**config.mk**
```make
export PLATFORM = sky130hd
export DESIGN_NAME = xmem_pack_if
export DESIGN_NICKNAME = d
export VERILOG_FILES = /design/src/rtl/xmem_pack_pkg.sv /design/src/rtl/xmem_seq.sv /design/src/rtl/xmem_lanes.sv /design/src/rtl/xmem_gather.sv /design/src/rtl/xmem_pack_if.sv
export SDC_FILE = /design/constraint.sdc
export NUM_CORES = 1
export LEC_CHECK = 0
export ABC_AREA = 1
export ABC_CLOCK_PERIOD_IN_PS = 3010
export BUFFER_PORTS_ARGS = -buffer_cell sky130_fd_sc_hd__buf_2
export CAP_MARGIN = 0
export CORE_MARGIN = 2
export CORE_UTILIZATION = 54
export CTS_CLUSTER_DIAMETER = 30
export DETAILED_ROUTE_END_ITERATION = 10
export HOLD_SLACK_MARGIN = 0.08
export PLACE_DENSITY = 0.91
export SYNTH_ARGS = -nofsm -noshare
export SYNTH_HDL_FRONTEND = slang
export SYNTH_HIERARCHICAL = 1
export SYNTH_SLANG_ARGS = --single-unit
```
**constraint.sdc**
```tcl
create_clock -name clk -period 3.01 [get_ports clk]
set_clock_uncertainty 0.05 [all_clocks]
set_input_delay 0.1505 -clock clk [delete_from_list [all_inputs] [get_ports clk]]
set_output_delay 0.1505 -clock clk [all_outputs]
set_load 0.01 [all_outputs]
```
**src/rtl/xmem_pack_pkg.sv**
```systemverilog
package xmem_pack_pkg;

    typedef enum logic [1:0] {
        XS_IDLE   = 2'd0,
        XS_STROBE = 2'd1,
        XS_GAP    = 2'd2,
        XS_DONE   = 2'd3
    } xs_state_e;

    // Number of external cycles for one internal word.
    function automatic logic [1:0] piece_count(input logic bus8, input logic wide);
        logic [1:0] n;
        unique case ({bus8, wide})
            2'b00:   n = 2'd1;
            2'b01:   n = 2'd2;
            2'b10:   n = 2'd2;
            default: n = 2'd3;
        endcase
        return n;
    endfunction

endpackage

```
**src/rtl/xmem_seq.sv**
```systemverilog
module xmem_seq
    import xmem_pack_pkg::*;
#(
    parameter int IDX_W = 2
) (
    input  logic             clk,
    input  logic             rst_n,
    input  logic             req_valid,
    input  logic             ext_ack,
    input  logic [IDX_W-1:0] pieces,
    output logic [IDX_W-1:0] idx,
    output logic             accept,
    output logic             piece_done,
    output logic             strobe_on,
    output logic             ack_out
);

    xs_state_e        state;
    xs_state_e        state_nxt;
    logic             last;
    logic [IDX_W-1:0] last_idx;

    assign last_idx = pieces - IDX_W'(1);
    assign last     = (idx == last_idx);

    // State register
    always_ff @(posedge clk or negedge rst_n) begin
        if (!rst_n) begin
            state <= XS_IDLE;
        end else begin
            state <= state_nxt;
        end
    end

    // Piece index
    always_ff @(posedge clk or negedge rst_n) begin
        if (!rst_n) begin
            idx <= '0;
        end else if (accept) begin
            idx <= '0;
        end else if (piece_done && !last) begin
            idx <= idx + IDX_W'(1);
        end
    end

    // Next-state logic
    always_comb begin
        state_nxt = state;
        unique case (state)
            XS_IDLE:   if (req_valid) state_nxt = XS_STROBE;
            XS_STROBE: if (ext_ack)   state_nxt = last ? XS_DONE : XS_GAP;
            XS_GAP:    state_nxt = XS_STROBE;
            XS_DONE:   state_nxt = XS_IDLE;
            default:   state_nxt = XS_IDLE;
        endcase
    end

    // Outputs decoded from the state
    always_comb begin
        strobe_on  = (state == XS_STROBE);
        ack_out    = (state == XS_DONE);
        accept     = (state == XS_IDLE) && req_valid;
        piece_done = strobe_on && ext_ack;
    end

endmodule

```
**src/rtl/xmem_lanes.sv**
```systemverilog
module xmem_lanes #(
    parameter int LANE_W = 8,
    parameter int IDX_W  = 2
) (
    input  logic                bus8,
    input  logic                write,
    input  logic                strobe_on,
    input  logic [IDX_W-1:0]    idx,
    input  logic [3*LANE_W-1:0] wdata,
    input  logic [LANE_W-1:0]   flag_out,
    input  logic [LANE_W-1:0]   flag_dir,
    input  logic [LANE_W-1:0]   ext_din_hi,
    output logic [LANE_W-1:0]   ext_dout_lo,
    output logic                ext_oe_lo,
    output logic [LANE_W-1:0]   ext_dout_hi,
    output logic [LANE_W-1:0]   ext_oe_hi,
    output logic [LANE_W-1:0]   flag_in
);

    localparam int WORD_W = 3 * LANE_W;

    logic [LANE_W-1:0] piece_lo;
    logic [LANE_W-1:0] piece_hi;
    logic              drive_en;

    // Select the slice of the write word that belongs to the current piece
    always_comb begin
        piece_lo = '0;
        piece_hi = '0;
        if (bus8) begin
            unique case (idx)
                IDX_W'(0): piece_lo = wdata[LANE_W-1:0];
                IDX_W'(1): piece_lo = wdata[2*LANE_W-1:LANE_W];
                default:   piece_lo = wdata[WORD_W-1:2*LANE_W];
            endcase
        end else if (idx == '0) begin
            piece_lo = wdata[LANE_W-1:0];
            piece_hi = wdata[2*LANE_W-1:LANE_W];
        end else begin
            piece_lo = wdata[WORD_W-1:2*LANE_W];
            piece_hi = '0;
        end
    end

    assign drive_en    = strobe_on && write;
    assign ext_dout_lo = piece_lo;
    assign ext_oe_lo   = drive_en;

    // High lane: each pin is either a flag or a data bit, per mode
    for (genvar b = 0; b < LANE_W; b++) begin : g_hi_pin
        assign ext_dout_hi[b] = bus8 ? flag_out[b]   : piece_hi[b];
        assign ext_oe_hi[b]   = bus8 ? flag_dir[b]   : drive_en;
        assign flag_in[b]     = bus8 ? ext_din_hi[b] : 1'b0;
    end

endmodule

```
**src/rtl/xmem_gather.sv**
```systemverilog
module xmem_gather #(
    parameter int LANE_W = 8,
    parameter int IDX_W  = 2
) (
    input  logic                clk,
    input  logic                rst_n,
    input  logic                clear,
    input  logic                capture,
    input  logic                bus8,
    input  logic [IDX_W-1:0]    idx,
    input  logic [LANE_W-1:0]   din_lo,
    input  logic [LANE_W-1:0]   din_hi,
    output logic [3*LANE_W-1:0] rdata
);

    localparam int WORD_W = 3 * LANE_W;

    always_ff @(posedge clk or negedge rst_n) begin
        if (!rst_n) begin
            rdata <= '0;
        end else if (clear) begin
            rdata <= '0;
        end else if (capture) begin
            if (bus8) begin
                unique case (idx)
                    IDX_W'(0): rdata[LANE_W-1:0]          <= din_lo;
                    IDX_W'(1): rdata[2*LANE_W-1:LANE_W]   <= din_lo;
                    default:   rdata[WORD_W-1:2*LANE_W]   <= din_lo;
                endcase
            end else if (idx == '0) begin
                rdata[2*LANE_W-1:0] <= {din_hi, din_lo};
            end else begin
                rdata[WORD_W-1:2*LANE_W] <= din_lo;
            end
        end
    end

endmodule

```
**src/rtl/xmem_pack_if.sv**
```systemverilog
module xmem_pack_if
    import xmem_pack_pkg::*;
#(
    parameter int ADDR_W = 22,
    parameter int LANE_W = 8
) (
    input  logic                clk,
    input  logic                rst_n,
    input  logic                cfg_bus8,
    input  logic                req_valid,
    input  logic                req_write,
    input  logic                req_wide,
    input  logic [ADDR_W-1:0]   req_addr,
    input  logic [3*LANE_W-1:0] req_wdata,
    output logic                req_ack,
    output logic [3*LANE_W-1:0] req_rdata,
    output logic [ADDR_W-1:0]   ext_addr,
    output logic                ext_cs_n,
    output logic                ext_rd_n,
    output logic                ext_wr_n,
    input  logic                ext_ack,
    output logic [LANE_W-1:0]   ext_dout_lo,
    output logic                ext_oe_lo,
    input  logic [LANE_W-1:0]   ext_din_lo,
    output logic [LANE_W-1:0]   ext_dout_hi,
    output logic [LANE_W-1:0]   ext_oe_hi,
    input  logic [LANE_W-1:0]   ext_din_hi,
    input  logic [LANE_W-1:0]   flag_out,
    input  logic [LANE_W-1:0]   flag_dir,
    output logic [LANE_W-1:0]   flag_in
);

    localparam int WORD_W = 3 * LANE_W;
    localparam int IDX_W  = 2;

    logic [ADDR_W-1:0] base_q;
    logic [WORD_W-1:0] wdata_q;
    logic              write_q;
    logic              wide_q;
    logic [IDX_W-1:0]  pieces;
    logic [IDX_W-1:0]  idx;
    logic              accept;
    logic              piece_done;
    logic              strobe_on;

    // Capture the request when it is accepted
    always_ff @(posedge clk or negedge rst_n) begin
        if (!rst_n) begin
            base_q  <= '0;
            wdata_q <= '0;
            write_q <= 1'b0;
            wide_q  <= 1'b0;
        end else if (accept) begin
            base_q  <= req_addr;
            wdata_q <= req_wdata;
            write_q <= req_write;
            wide_q  <= req_wide;
        end
    end

    assign pieces = piece_count(cfg_bus8, wide_q);

    xmem_seq #(.IDX_W(IDX_W)) u_seq (
        .clk        (clk),
        .rst_n      (rst_n),
        .req_valid  (req_valid),
        .ext_ack    (ext_ack),
        .pieces     (pieces),
        .idx        (idx),
        .accept     (accept),
        .piece_done (piece_done),
        .strobe_on  (strobe_on),
        .ack_out    (req_ack)
    );

    xmem_lanes #(.LANE_W(LANE_W), .IDX_W(IDX_W)) u_lanes (
        .bus8        (cfg_bus8),
        .write       (write_q),
        .strobe_on   (strobe_on),
        .idx         (idx),
        .wdata       (wdata_q),
        .flag_out    (flag_out),
        .flag_dir    (flag_dir),
        .ext_din_hi  (ext_din_hi),
        .ext_dout_lo (ext_dout_lo),
        .ext_oe_lo   (ext_oe_lo),
        .ext_dout_hi (ext_dout_hi),
        .ext_oe_hi   (ext_oe_hi),
        .flag_in     (flag_in)
    );

    xmem_gather #(.LANE_W(LANE_W), .IDX_W(IDX_W)) u_gather (
        .clk     (clk),
        .rst_n   (rst_n),
        .clear   (accept),
        .capture (piece_done && !write_q),
        .bus8    (cfg_bus8),
        .idx     (idx),
        .din_lo  (ext_din_lo),
        .din_hi  (ext_din_hi),
        .rdata   (req_rdata)
    );

    assign ext_addr = base_q + ADDR_W'(idx);
    assign ext_cs_n = ~strobe_on;
    assign ext_rd_n = ~(strobe_on & ~write_q);
    assign ext_wr_n = ~(strobe_on & write_q);

endmodule

```
==> metrics.md, run 1 <==
| Metric | Value |
|---|---|
| Power density normalized to cell area | a little over 900 nW/um2 |
| Switching power | around 2600 uW |
| Via density | between 5 and 6 |
| Share of the core filled with cells | 0.763 |
| Transition time at the pin with the least slew margin | between 900 and 1000 ps |
| Source-to-sink clock delay at the later pin of the worst-skew pair | around 340 ps |
| Path type of the worst setup path | flop to output pin |
| Initial antenna violation count | 0 |
| Synth Register Bits | 76 |
| Placer congestion estimate | 0.872 |
| Worst supply voltage drop on vdd | between 0.4 and 0.5 mV |
| Pleak | around 0.0034 uW |
| Count of placed standard cells in the final layout, fillers left out | 933 |
| Overall Global Routing Usage | 0.304 |
| Ratio of cells with drive above 1 in the final layout | 0.320 |
| Worst setup startpoint | u_seq/idx[1]$_DFFE_PN0P_ |
| Number of DRC violations after detailed-routing iteration 0 | about 370 |
| Area of the core | 8220 um2 |
| Worst rel slew slack | 0.360 |
| Die Ht | ~96 um |
| Cell taking the most area after synthesis | sky130_fd_sc_hd__dfrtp_1 |
| CTS tree | built |
| Cts repair resizes | 0 |
| Horizontal die dimension | about 96 um |
| Final ANT Viol Nets | 0 |
| Count of final max-slew check failures | 0 |
| Pin count of the biggest net entering global routing | 77 |
| Total area of multi-input combinational cells | approximately 2200 um2 |
| Internal portion of total power | ~3200 uW |
| Yosys cell types | 28 |
| Fraction of synthesized cell area taken by the top area cell type | 0.415 |
| Storage cell area | ~1900 um2 |
| Area added between synthesis and finish | 36.8% |
| Arrival time at the worst endpoint | 2130 ps |
| Final cycle utilization of the critical path | 0.773 |
| Final net count | about 910 |
| Proportion of total power due to net switching | 0.449 |
| Global-route wire length before repair | 21700 um |
| Initial Util | 0.558 |
| CTS Buf Count | 9 |
| Setup TNS Final | 0 ps |
| Clock-pin slew reported for the worst setup and hold paths after clock tree synthesis | approximately 90 ps |
| CP max FO | 11 |
| Result of the run | complete, no violations |
| Number of instances in the synthesized netlist | around 600 |
| Synthesized area divided by synthesized cell count | 7.65 um2 |
| Average routed wire per standard cell | 14.7 um |
| Portion of total power attributed to the clock network | 0.154 |
| Highest achievable clock rate | ~430 MHz |
| Number of I/O port buffers | roughly 170 |
| Leftover overflow at the end of global routing | 0 |
| Synth Warn # | 6 |
| Synth Net Count | about 690 |
| Count of vias placed by the detailed router | 4850 |
| Critical Path Start Type | flop |
| DRT Wirelength | approximately 14000 um |
| Post-CTS setup repair buffer count | 0 |
| Final hold violation count | 0 |
| Total number of placement rows | 33 |
| Start of the worst register-to-register path | u_seq/state[0]$_DFFE_PN0P_ |
| Post-synthesis sequential area ratio | 0.415 |
| Share of power burned in combinational logic | 0.514 |
| Req. time, crit path | around 2800 ps |
| Worst hold path class | input pin to flop |
| Max Cap Violations | 0 |
| Max Buffers Root-to-Sink | 2 |
| Setup repair after global routing missed its margin | no |
| DRT Pass-1 Iters | 5 |
| Clock period minus worst slack | roughly 2300 ps |
| Clock Tree Root | sky130_fd_sc_hd__clkbuf_8 |
| Maximum level of the CTS H-tree | 3 |
| Number of failing setup endpoints in the final timing report | 0 |
| Cts hold-fix bufs | 60 |
| Clock sinks | between 70 and 80 |
| Cell types occupying the most area after synthesis | sky130_fd_sc_hd__dfrtp_1, sky130_fd_sc_hd__nand2_1, sky130_fd_sc_hd__mux2_2 |
| Overall die area | 9240 um2 |
| Count of unresolved DRC violations after routing | 0 |
| Hold Crit Start | ext_din_hi[4] |
| Number of ports placed on the die boundary | 168 |
| Via count of the first global-routing pass | a little under 5000 |
| Portion of total power attributed to sequential cells | 0.332 |
| Number of fill cells in the layout | roughly 570 |
| HPWL after DPL | 9170 um |
| Critical Path End Type | output pin |
| Post-synthesis instance area | 4580 um2 |
| Post-placement cell count | approximately 860 |
[cell usage in the layout, fill, tap and decap left out, types with 7 or more instances in the layout]
master and n:
sky130_fd_sc_hd__mux2_2 30, sky130_fd_sc_hd__nand3_1 43, sky130_fd_sc_hd__clkbuf_8 10, sky130_fd_sc_hd__o21ai_2 7
sky130_fd_sc_hd__inv_1 70, sky130_fd_sc_hd__nor2_1 22, sky130_fd_sc_hd__buf_2 166, sky130_fd_sc_hd__nand2_1 236
sky130_fd_sc_hd__dlygate4sd3_1 60, sky130_fd_sc_hd__o21ai_0 20, sky130_fd_sc_hd__o21ai_1 12, sky130_fd_sc_hd__nand2_2 12
sky130_fd_sc_hd__xor2_1 14, sky130_fd_sc_hd__dfrtp_1 76
[power groups by stage]
stage	Combinational, uW	Sequential, uW	Clock, uW
after floorplan	1980	1880	0
final	3000	1940	896
after detailed placement	2880	1920	0
after CTS	2960	1910	910
after global placement	2760	1900	0
after global routing	3340	1990	960
[logic make-up (layout without fill, tap and decap cells)]
kind of cell / count (synthesis) / count (layout) / synth area share
AOI/OAI and AO/OA: 41 / 41 / 0.0538
xor gates and xnor gates: 14 / 14 / 0.0268
adders and majority gates: 4 / 4 / 0.0126
buffers and inverters: 98 / 326 / 0.0986
DFF: 76 / 76 / 0.415
muxes: 30 / 30 / 0.0737
other: 0 / 1 / 0
and+or+nand+nor: 336 / 336 / 0.319
[synth_stat cells, drive strengths merged]
cell type and number:
nand4 4, nor3 1, o21ai 39, clkbuf 1, a21oi 2, mux2 30, xor2 14, nand2 248
nand3 48, nor2 35, ha 3, inv 78, buf 19, dfrtp 76, fa 1
[area by class of cell]
cell class	count	share of cell area
multi-input combinational	425	0.355
sequential	76	0.303
timing repair buffer	232	0.235
inverter	78	0.0475
clock buffer	10	0.0220
tap	105	0.0210
clock inverter	6	0.0150
antenna	1	0.000399
[worst paths after layout]
path,to,slack (ps),cells after the start
max,ext_addr[19],680,8
min reg2reg,u_gather/rdata[12]$_DFFE_PN0P_,430,2
min in group asynchronous,base_q[17]$_DFFE_PN0P_,420,2
min,u_gather/rdata[12]$_DFFE_PN0P_,100,5
max reg2reg,base_q[8]$_DFFE_PN0P_,850,6
max in group asynchronous,base_q[7]$_DFFE_PN0P_,1840,2
[per-stage QoR]
stage | cell area, um2 | total power [uW] | hold WS [ps] | setup slack, ps
4_1_cts | 6270 | 5780 | 85.2 | 665
2_1_floorplan | 4580 | 3860 | -195 | 1190
3_5_place_dp | 5440 | 4800 | 310 | 905
5_1_grt | 6270 | 6290 | 113 | 481
6_report | 6270 | 5830 | 97.9 | 684
3_3_place_gp | 5440 | 4660 | 299 | 1000
[critical path: stages (launching register included)]
cell	delay [ps]
sky130_fd_sc_hd__dfrtp_1	500
sky130_fd_sc_hd__buf_4	250
sky130_fd_sc_hd__ha_1	310
sky130_fd_sc_hd__nand3_1	90
sky130_fd_sc_hd__nand2_2	160
sky130_fd_sc_hd__nand3_2	130
sky130_fd_sc_hd__o21ai_1	150
sky130_fd_sc_hd__nand2_1	60
sky130_fd_sc_hd__buf_2	130
[state kept, by name, summed over array words and instances (netlist names)]
register and cells:
u_seq/state 2, base_q 22, wide_q 1, u_seq/idx 2, write_q 1, u_gather/rdata 24
wdata_q 24
[routing by layer]
metal,routed length (um),part of all wire,vias up,GRT usage
met5,0,0,-,0
met2,6990,0.51,261,0.558
li1,-,-,2298,-
met1,5210,0.38,2243,0.337
met4,410,0.030,0,0.112
met3,1130,0.082,48,0.0760
Power figures use the tool's default switching activity.
==> run 2: changes to the inputs <==
--- a/config.mk
+++ b/config.mk
@@ -5,16 +5,16 @@
 export SDC_FILE = /design/constraint.sdc
 export NUM_CORES = 1
 export LEC_CHECK = 0
-export ABC_AREA = 1
-export ABC_CLOCK_PERIOD_IN_PS = 3010
+export ABC_AREA = 0
+export ABC_CLOCK_PERIOD_IN_PS = 2300
 export BUFFER_PORTS_ARGS = -buffer_cell sky130_fd_sc_hd__buf_2
 export CAP_MARGIN = 0
 export CORE_MARGIN = 2
-export CORE_UTILIZATION = 54
+export CORE_UTILIZATION = 48
 export CTS_CLUSTER_DIAMETER = 30
 export DETAILED_ROUTE_END_ITERATION = 10
 export HOLD_SLACK_MARGIN = 0.08
-export PLACE_DENSITY = 0.91
+export PLACE_DENSITY = 0.85
 export SYNTH_ARGS = -nofsm -noshare
 export SYNTH_HDL_FRONTEND = slang
 export SYNTH_HIERARCHICAL = 1
==> constraint.sdc (replaced) <==
create_clock -name clk -period 2.3 [get_ports clk]
set_clock_uncertainty 0.05 [all_clocks]
set_input_delay 0.115 -clock clk [delete_from_list [all_inputs] [get_ports clk]]
set_output_delay 0.115 -clock clk [all_outputs]
set_load 0.01 [all_outputs]
==> metrics.md, run 2 <==
| Metric | Value |
|---|---|
| Most frequent standard cell in the layout excluding fill and tap cells | sky130_fd_sc_hd__buf_2 |
| Synthesized area divided by synthesized cell count | 11.3 um2 (+48%) |
| Global-route wire length before repair | 17500 um (-19%) |
| Number of I/O port buffers | 167 (unchanged) |
| Area of all placed cells without fillers | 5900 um2 (-5.9%) |
| Highest achievable clock rate | approximately 440 MHz |
| Fraction of synthesized cell area taken by the top area cell type | 0.471 (+0.0555) |
| Overall Global Routing Usage | 0.249 (-0.0548) |
| Number of failing setup endpoints in the final timing report | 0 (unchanged) |
| Count of flip-flops with a built-in enable after synthesis | 0 (unchanged) |
| Synth Register Bits | 76 (unchanged) |
| Via count of the first global-routing pass | 3714 (-24%) |
| Number of fill cells in the layout | 556 (-2.3%) |
| Max Buffers Root-to-Sink | 2 (unchanged) |
| Critical Path Start Type | flop |
| Final ANT Viol Nets | 0 (unchanged) |
| Ratio of cells with drive above 1 in the final layout | 0.449 (+0.129) |
| Initial antenna violation count | 0 (unchanged) |
| Die Ht | 95.8 um (-0.37%) |
| Total area of multi-input combinational cells | 2030 um2 (-8.8%) |
| Final hold violation count | 0 (unchanged) |
| Number of instances in the synthesized netlist | 358 (-40%) |
| Req. time, crit path | 2130 ps (-680 ps) |
| Total power after layout | 7210 uW (+24%) |
| Total number of placement rows | 33 (unchanged) |
| Setup repair after global routing missed its margin | yes |
| Antenna diode instance count | 0 (-1) |
| Final cycle utilization of the critical path | 0.997 |
| Initial Util | 0.494 (-0.0633) |
| Post-synthesis sequential area ratio | 0.471 (+0.0555) |
| Cell types occupying the most area after synthesis | sky130_fd_sc_hd__dfrtp_1, sky130_fd_sc_hd__mux2_2, sky130_fd_sc_hd__mux2i_1 |
| Count of unresolved DRC violations after routing | 0 (unchanged) |
| CTS Buf Count | 9 (unchanged) |
| Setup TNS Final | 0 ps (unchanged) |
| Most frequent cells after synthesis | sky130_fd_sc_hd__dfrtp_1, sky130_fd_sc_hd__mux2_2, sky130_fd_sc_hd__nand2_1, sky130_fd_sc_hd__mux2i_1, sky130_fd_sc_hd__nor2_1 |
| Leftover overflow at the end of global routing | 0 (unchanged) |
| Power density normalized to cell area | 1220 nW/um2 (+31%) |
| Arrival time at the worst endpoint | 2130 ps (about the same) |
| Worst setup startpoint | u_seq/idx[0]$_DFFE_PN0P_ |
| Max Cap Violations | 0 (unchanged) |
| Critical Path End Type | output pin |
| Yosys cell types | 45 (+61%) |
| Cell taking the most area after synthesis | sky130_fd_sc_hd__dfrtp_1 |
| HPWL after DPL | 7580 um (-17%) |
| Pleak | 0.00286 uW (-17%) |
| Overall die area | 9170 um2 (-0.74%) |
| Clock sinks | 76 (unchanged) |
| Average routed wire per standard cell | 16.4 um (+11%) |
| Largest registers | u_gather/rdata (24), wdata_q (24), base_q (22) |
| Worst supply voltage drop on vdd | 0.694 mV (+46%) |
| Area of the core | 8180 um2 (-0.50%) |
| Final net count | 683 (-25%) |
| Synth Net Count | 447 (-35%) |
| Top_reg_cell synth | sky130_fd_sc_hd__dfrtp_1 |
| Hold Crit Start | ext_din_hi[0] |
| Fraction of synthesis flops using an asynchronous set or reset pin | 1.00 (unchanged) |
| Number of DRC violations after detailed-routing iteration 0 | 144 (-61%) |
| Worst hold path class | input pin to flop |
| DRT Wirelength | 11500 um (-16%) |
| Clock-pin slew reported for the worst setup and hold paths after clock tree synthesis | 90 ps (about the same) |
| Synth Warn # | 6 (unchanged) |
| Via density | 5.32 (+2.4%) |
| Count of vias placed by the detailed router | 3748 (-23%) |
| CP max FO | 5 (-6) |
| Start of the worst register-to-register path | u_seq/idx[0]$_DFFE_PN0P_ |
| Clock period minus worst slack | 2290 ps |
| Maximum level of the CTS H-tree | 3 (unchanged) |
| Area of placed instances | 5020 um2 (-7.7%) |
| Area added between synthesis and finish | 46.0% |
| Placer congestion estimate | 0.775 (-11%) |
| CTS tree | built |
| Count of final max-slew check failures | 0 (unchanged) |
| Source-to-sink clock delay at the later pin of the worst-skew pair | 340 ps (about the same) |
| Leading cell type by number of instances after synthesis | sky130_fd_sc_hd__dfrtp_1 |
| Top library cells by usage in the layout, fill and taps aside | sky130_fd_sc_hd__buf_2, sky130_fd_sc_hd__dfrtp_1, sky130_fd_sc_hd__dlygate4sd3_1 |
| Number of ports placed on the die boundary | 168 (unchanged) |
| Result of the run | complete, no violations |
| Transition time at the pin with the least slew margin | 945 ps (-14.8 ps) |
| Share of the core filled with cells | 0.722 (-0.0411) |
| Worst rel slew slack | 0.370 (+0.00986) |
| Horizontal die dimension | 95.8 um (-0.37%) |
| Pin count of the biggest net entering global routing | 77 (unchanged) |
| DRT Pass-1 Iters | 4 (-1) |
| Storage cell area | 1900 um2 (unchanged) |
| Clock Tree Root | sky130_fd_sc_hd__clkbuf_8 |
| Post-synthesis instance area | 4040 um2 (-12%) |
| Path type of the worst setup path | flop to output pin |
[run 2: cell types whose count changed after synthesis, moves of 9 or more]
cell,previous run,this run
sky130_fd_sc_hd__nand2_1,236,41
sky130_fd_sc_hd__inv_1,71,8
sky130_fd_sc_hd__nand3_1,43,10
sky130_fd_sc_hd__mux2i_1,0,18
sky130_fd_sc_hd__mux2_2,30,46
sky130_fd_sc_hd__xnor2_1,0,14
sky130_fd_sc_hd__nand2_2,12,0
sky130_fd_sc_hd__o21ai_1,12,0
sky130_fd_sc_hd__and2_1,0,11
sky130_fd_sc_hd__o21ai_0,20,10
sky130_fd_sc_hd__a21oi_1,0,9
sky130_fd_sc_hd__buf_2,11,2
[run 2: through the flow]
stage | hold WS, ps | std cells | setup slack [ps]
after floorplan | -231 | 358 | 378
after global placement | 269 | 622 | 418
after detailed placement | 277 | 622 | 356
after CTS | 93.5 | 698 | 10.1
after global routing | 81.1 | 704 | -112
final | 109 | 704 | 7.66
[run 2: kinds of logic after synthesis]
| kind of cell | share of synthesized area |
|---|---|
| AOI/OAI and AO/OA | 0.103 |
| and+or+nand+nor | 0.156 |
| xor gates and xnor gates | 0.0495 |
| buffers and inverters | 0.0334 |
| DFF | 0.471 |
| adders and majority gates | 0.0142 |
| muxes | 0.173 |
[run 2: area by class of cell]
class	instances	area share
multi-input cells	254	0.344
flip-flops and latches	76	0.322
repair buffers	244	0.270
clock buffers	10	0.0233
well taps	105	0.0223
clock inverters	6	0.0119
inverters	9	0.00572
[run 2: timing repair]
item | 4_1_cts | 5_1_grt
hold buffers | 60 | 0
setup endpoints to repair | 2 | 9
pin swaps | 1 | 8
hold endpoints to repair | 144 | 0
buffers inserted | 0 | 6
resized for setup | 0 | 7
[run 2: path summary, 6_finish.rpt]
| check | endpoint | slack, ps | depth (start not counted) |
|---|---|---|---|
| max | ext_addr[14] | 8 | 8 |
| max reg2reg | u_gather/rdata[13]$_DFFE_PN0P_ | 330 | 5 |
| min in group asynchronous | base_q[3]$_DFFE_PN0P_ | 390 | 2 |
| min reg2reg | u_gather/rdata[19]$_DFFE_PN0P_ | 450 | 1 |
| min | u_gather/rdata[8]$_DFFE_PN0P_ | 110 | 3 |
| max in group asynchronous | wdata_q[11]$_DFFE_PN0P_ | 1180 | 2 |
[run 2: metal layers]
metal	global-route usage	part of all wire	up-vias
li1	-	-	1733
met1	0.302	0.40	1847
met2	0.432	0.53	151
met3	0.0611	0.055	17
met4	0.0893	0.016	0
met5	0	0	-
[run 2: report_power, final]
| group | internal, uW | switching (uW) |
|---|---|---|
| logic | 1800 | 1800 |
| clock network | 538 | 516 |
| registers | 1980 | 578 |
[run 2: critical path: stages, from the launching register on]
cell and delay [ps]:
sky130_fd_sc_hd__dfrtp_1 420, sky130_fd_sc_hd__ha_4 180, sky130_fd_sc_hd__fa_2 230, sky130_fd_sc_hd__nand2_4 70
sky130_fd_sc_hd__nor4_4 360, sky130_fd_sc_hd__buf_4 190, sky130_fd_sc_hd__nand3_2 70, sky130_fd_sc_hd__xnor2_1 130
sky130_fd_sc_hd__buf_2 140
==> run 3: changes to the inputs <==
--- a/config.mk
+++ b/config.mk
@@ -14,6 +14,7 @@
 export CTS_CLUSTER_DIAMETER = 30
 export DETAILED_ROUTE_END_ITERATION = 10
 export HOLD_SLACK_MARGIN = 0.08
+export MAX_ROUTING_LAYER = met4
 export PLACE_DENSITY = 0.85
 export SYNTH_ARGS = -nofsm -noshare
 export SYNTH_HDL_FRONTEND = slang
==> metrics.md, run 3 (synthesized netlist as in run 2, its figures left out) <==
| Metric | Value |
|---|---|
| Horizontal die dimension | 95.8 um (unchanged) |
| Final hold violation count | 0 (unchanged) |
| Placer congestion estimate | 0.785 (+1.4%) |
| Total number of placement rows | 33 (unchanged) |
| Maximum level of the CTS H-tree | 3 (unchanged) |
| Largest registers | u_gather/rdata (24), wdata_q (24), base_q (22) |
| Initial antenna violation count | 0 (unchanged) |
| CP max stage cell | sky130_fd_sc_hd__dfrtp_1 |
| Overall Global Routing Usage | 0.254 (+0.00499) |
| Switching power | 2890 uW (-0.17%) |
| DRT Wirelength | 11500 um (+0.22%) |
| Source-to-sink clock delay at the later pin of the worst-skew pair | 340 ps (about the same) |
| Internal portion of total power | 4320 uW (about the same) |
| Global-route wire length before repair | 17400 um (-0.35%) |
| Final cycle utilization of the critical path | 0.997 (about the same) |
| Critical Path End Type | output pin |
| Average routed wire per standard cell | 16.4 um (+0.22%) |
| Area of all placed cells without fillers | 5900 um2 (unchanged) |
| Number of ports placed on the die boundary | 168 (unchanged) |
| Ratio of cells with drive above 1 in the final layout | 0.449 (unchanged) |
| Arrival time at the worst endpoint | 2130 ps (about the same) |
| Worst rel slew slack | 0.357 (-0.0131) |
| Area of placed instances | 5020 um2 (unchanged) |
| Req. time, crit path | 2130 ps (about the same) |
| Leftover overflow at the end of global routing | 0 (unchanged) |
| Clock-pin slew reported for the worst setup and hold paths after clock tree synthesis | 90 ps (about the same) |
| Count of unresolved DRC violations after routing | 0 (unchanged) |
| Top Family by Delay on Critical Path | simple AND/OR/NAND/NOR gates |
| Pin count of the biggest net entering global routing | 77 (unchanged) |
| Clock period minus worst slack | 2290 ps (+1.08 ps) |
| Storage cell area | 1900 um2 (unchanged) |
| CTS Buf Count | 9 (unchanged) |
| Final ANT Viol Nets | 0 (unchanged) |
| Hold Crit Start | ext_din_hi[0] |
| Area added between synthesis and finish | 46.0% (unchanged) |
| CP max FO | 5 (unchanged) |
| Number of failing setup endpoints in the final timing report | 0 (unchanged) |
| Most frequent standard cell in the layout excluding fill and tap cells | sky130_fd_sc_hd__buf_2 |
| Clock sinks | 76 (unchanged) |
| Number of I/O port buffers | 167 (unchanged) |
| Overall die area | 9170 um2 (unchanged) |
| Portion of total power attributed to sequential cells | 0.356 (about the same) |
| Top library cells by usage in the layout, fill and taps aside | sky130_fd_sc_hd__buf_2, sky130_fd_sc_hd__dfrtp_1, sky130_fd_sc_hd__dlygate4sd3_1 |
| Pleak | 0.00286 uW (unchanged) |
| Worst hold path class | input pin to flop |
| Worst setup startpoint | u_seq/idx[0]$_DFFE_PN0P_ |
| Worst path max stage delay | 420 ps (about the same) |
| Chain of cells forming the critical path | ha_4 -> fa_2 -> nand2_4 -> nor4_4 -> buf_4 -> nand3_2 -> xnor2_1 -> buf_2 |
| Final setup margin | 6.58 ps (-1.08 ps) |
| Worst supply voltage drop on vdd | 0.690 mV (-0.57%) |
| Crit path buffers/inverters | 2 (unchanged) |
| Clock Tree Root | sky130_fd_sc_hd__clkbuf_8 |
| Pre-CTS worst setup slack | 356 ps (unchanged) |
| Die Ht | 95.8 um (unchanged) |
| Post-placement cell count | 622 (unchanged) |
| Count of final max-slew check failures | 0 (unchanged) |
| Max Cap Violations | 0 (unchanged) |
| Critical Path Start Type | flop |
| Portion of total power attributed to the clock network | 0.146 (about the same) |
| Proportion of total power due to net switching | 0.401 (-0.000415) |
| Max Buffers Root-to-Sink | 2 (unchanged) |
| Count of placed standard cells in the final layout, fillers left out | 704 (unchanged) |
| Number of DRC violations after detailed-routing iteration 0 | 150 (+4.2%) |
| Share of power burned in combinational logic | 0.499 (about the same) |
| Final net count | 683 (unchanged) |
| Via count of the first global-routing pass | 3729 (+0.40%) |
| Area of the core | 8180 um2 (unchanged) |
| Total area of multi-input combinational cells | 2030 um2 (unchanged) |
| Via density | 5.30 (-0.40%) |
| Result of the run | complete, no violations |
| Initial Util | 0.494 (unchanged) |
| Path type of the worst setup path | flop to output pin |
| Highest achievable clock rate | 436 MHz (about the same) |
| Power density normalized to cell area | 1220 nW/um2 (about the same) |
| DRT Pass-1 Iters | 4 (unchanged) |
| Count of vias placed by the detailed router | 3733 (-0.40%) |
| Total power after layout | 7210 uW (about the same) |
| Transition time at the pin with the least slew margin | 965 ps (+19.7 ps) |
| Setup repair after global routing missed its margin | yes |
| CTS tree | built |
| Antenna diode instance count | 0 (unchanged) |
| Number of fill cells in the layout | 556 (unchanged) |
| Start of the worst register-to-register path | u_seq/idx[0]$_DFFE_PN0P_ |
| HPWL after DPL | 7580 um (unchanged) |
-- run 3: cell counts in the layout (fill, tap and decap cells not counted) --
Identical to the previous run, type by type.
-- run 3: worst paths after layout --
kind | to | slack (ps) | cells past startpoint
min reg2reg | u_gather/rdata[19]$_DFFE_PN0P_ | 450 | 1
max reg2reg | u_gather/rdata[13]$_DFFE_PN0P_ | 340 | 5
max in group asynchronous | u_gather/rdata[10]$_DFFE_PN0P_ | 1160 | 2
max | ext_addr[14] | 7 | 8
min | u_gather/rdata[8]$_DFFE_PN0P_ | 110 | 3
min in group asynchronous | base_q[3]$_DFFE_PN0P_ | 380 | 2
-- run 3: area by class of cell --
type,count,area share
Multi-Input combinational cell,254,0.344
Sequential cell,76,0.322
Timing Repair Buffer,244,0.270
Clock buffer,10,0.0233
Tap cell,105,0.0223
Clock inverter,6,0.0119
Inverter,9,0.00572
-- run 3: timing repair --
item                                    4_1_cts  5_1_grt
endpoints found under the setup margin        2        6
buffers inserted                              0        6
hold buffers                                 60        0
resized for setup                             0        7
hold endpoints to repair                    144        0
pin swaps                                     1        8
cloned                                        0        0
-- run 3: power by group through the flow --
stage                     combinational [uW]  clock, uW  sequential [uW]
after floorplan                         2130          0             2540
after global placement                  3320          0             2490
after detailed placement                3430          0             2550
after CTS                               3510       1090             2520
after global routing                    3900       1150             2640
final                                   3600       1050             2560
-- run 3: worst min-delay path, stage by stage --
cell and delay [ps]:
sky130_fd_sc_hd__buf_2 110, sky130_fd_sc_hd__mux2i_1 160, sky130_fd_sc_hd__a211oi_2 90
-- run 3: per-stage QoR --
step,util,hold WS [ps],TNS [ps]
final,0.722,108,0
after global routing,0.722,92.4,-700
after CTS,0.713,93.5,0
after detailed placement,0.614,277,0
after global placement,0.614,269,0
after floorplan,-,-231,0
-- run 3: metal layers --
| layer | share of wire | up-vias | track usage |
|---|---|---|---|
| met5 | 0 | - | - |
| met4 | 0.013 | 0 | 0.0929 |
| met3 | 0.049 | 14 | 0.0431 |
| met2 | 0.53 | 141 | 0.433 |
| met1 | 0.40 | 1842 | 0.304 |
| li1 | - | 1736 | - |
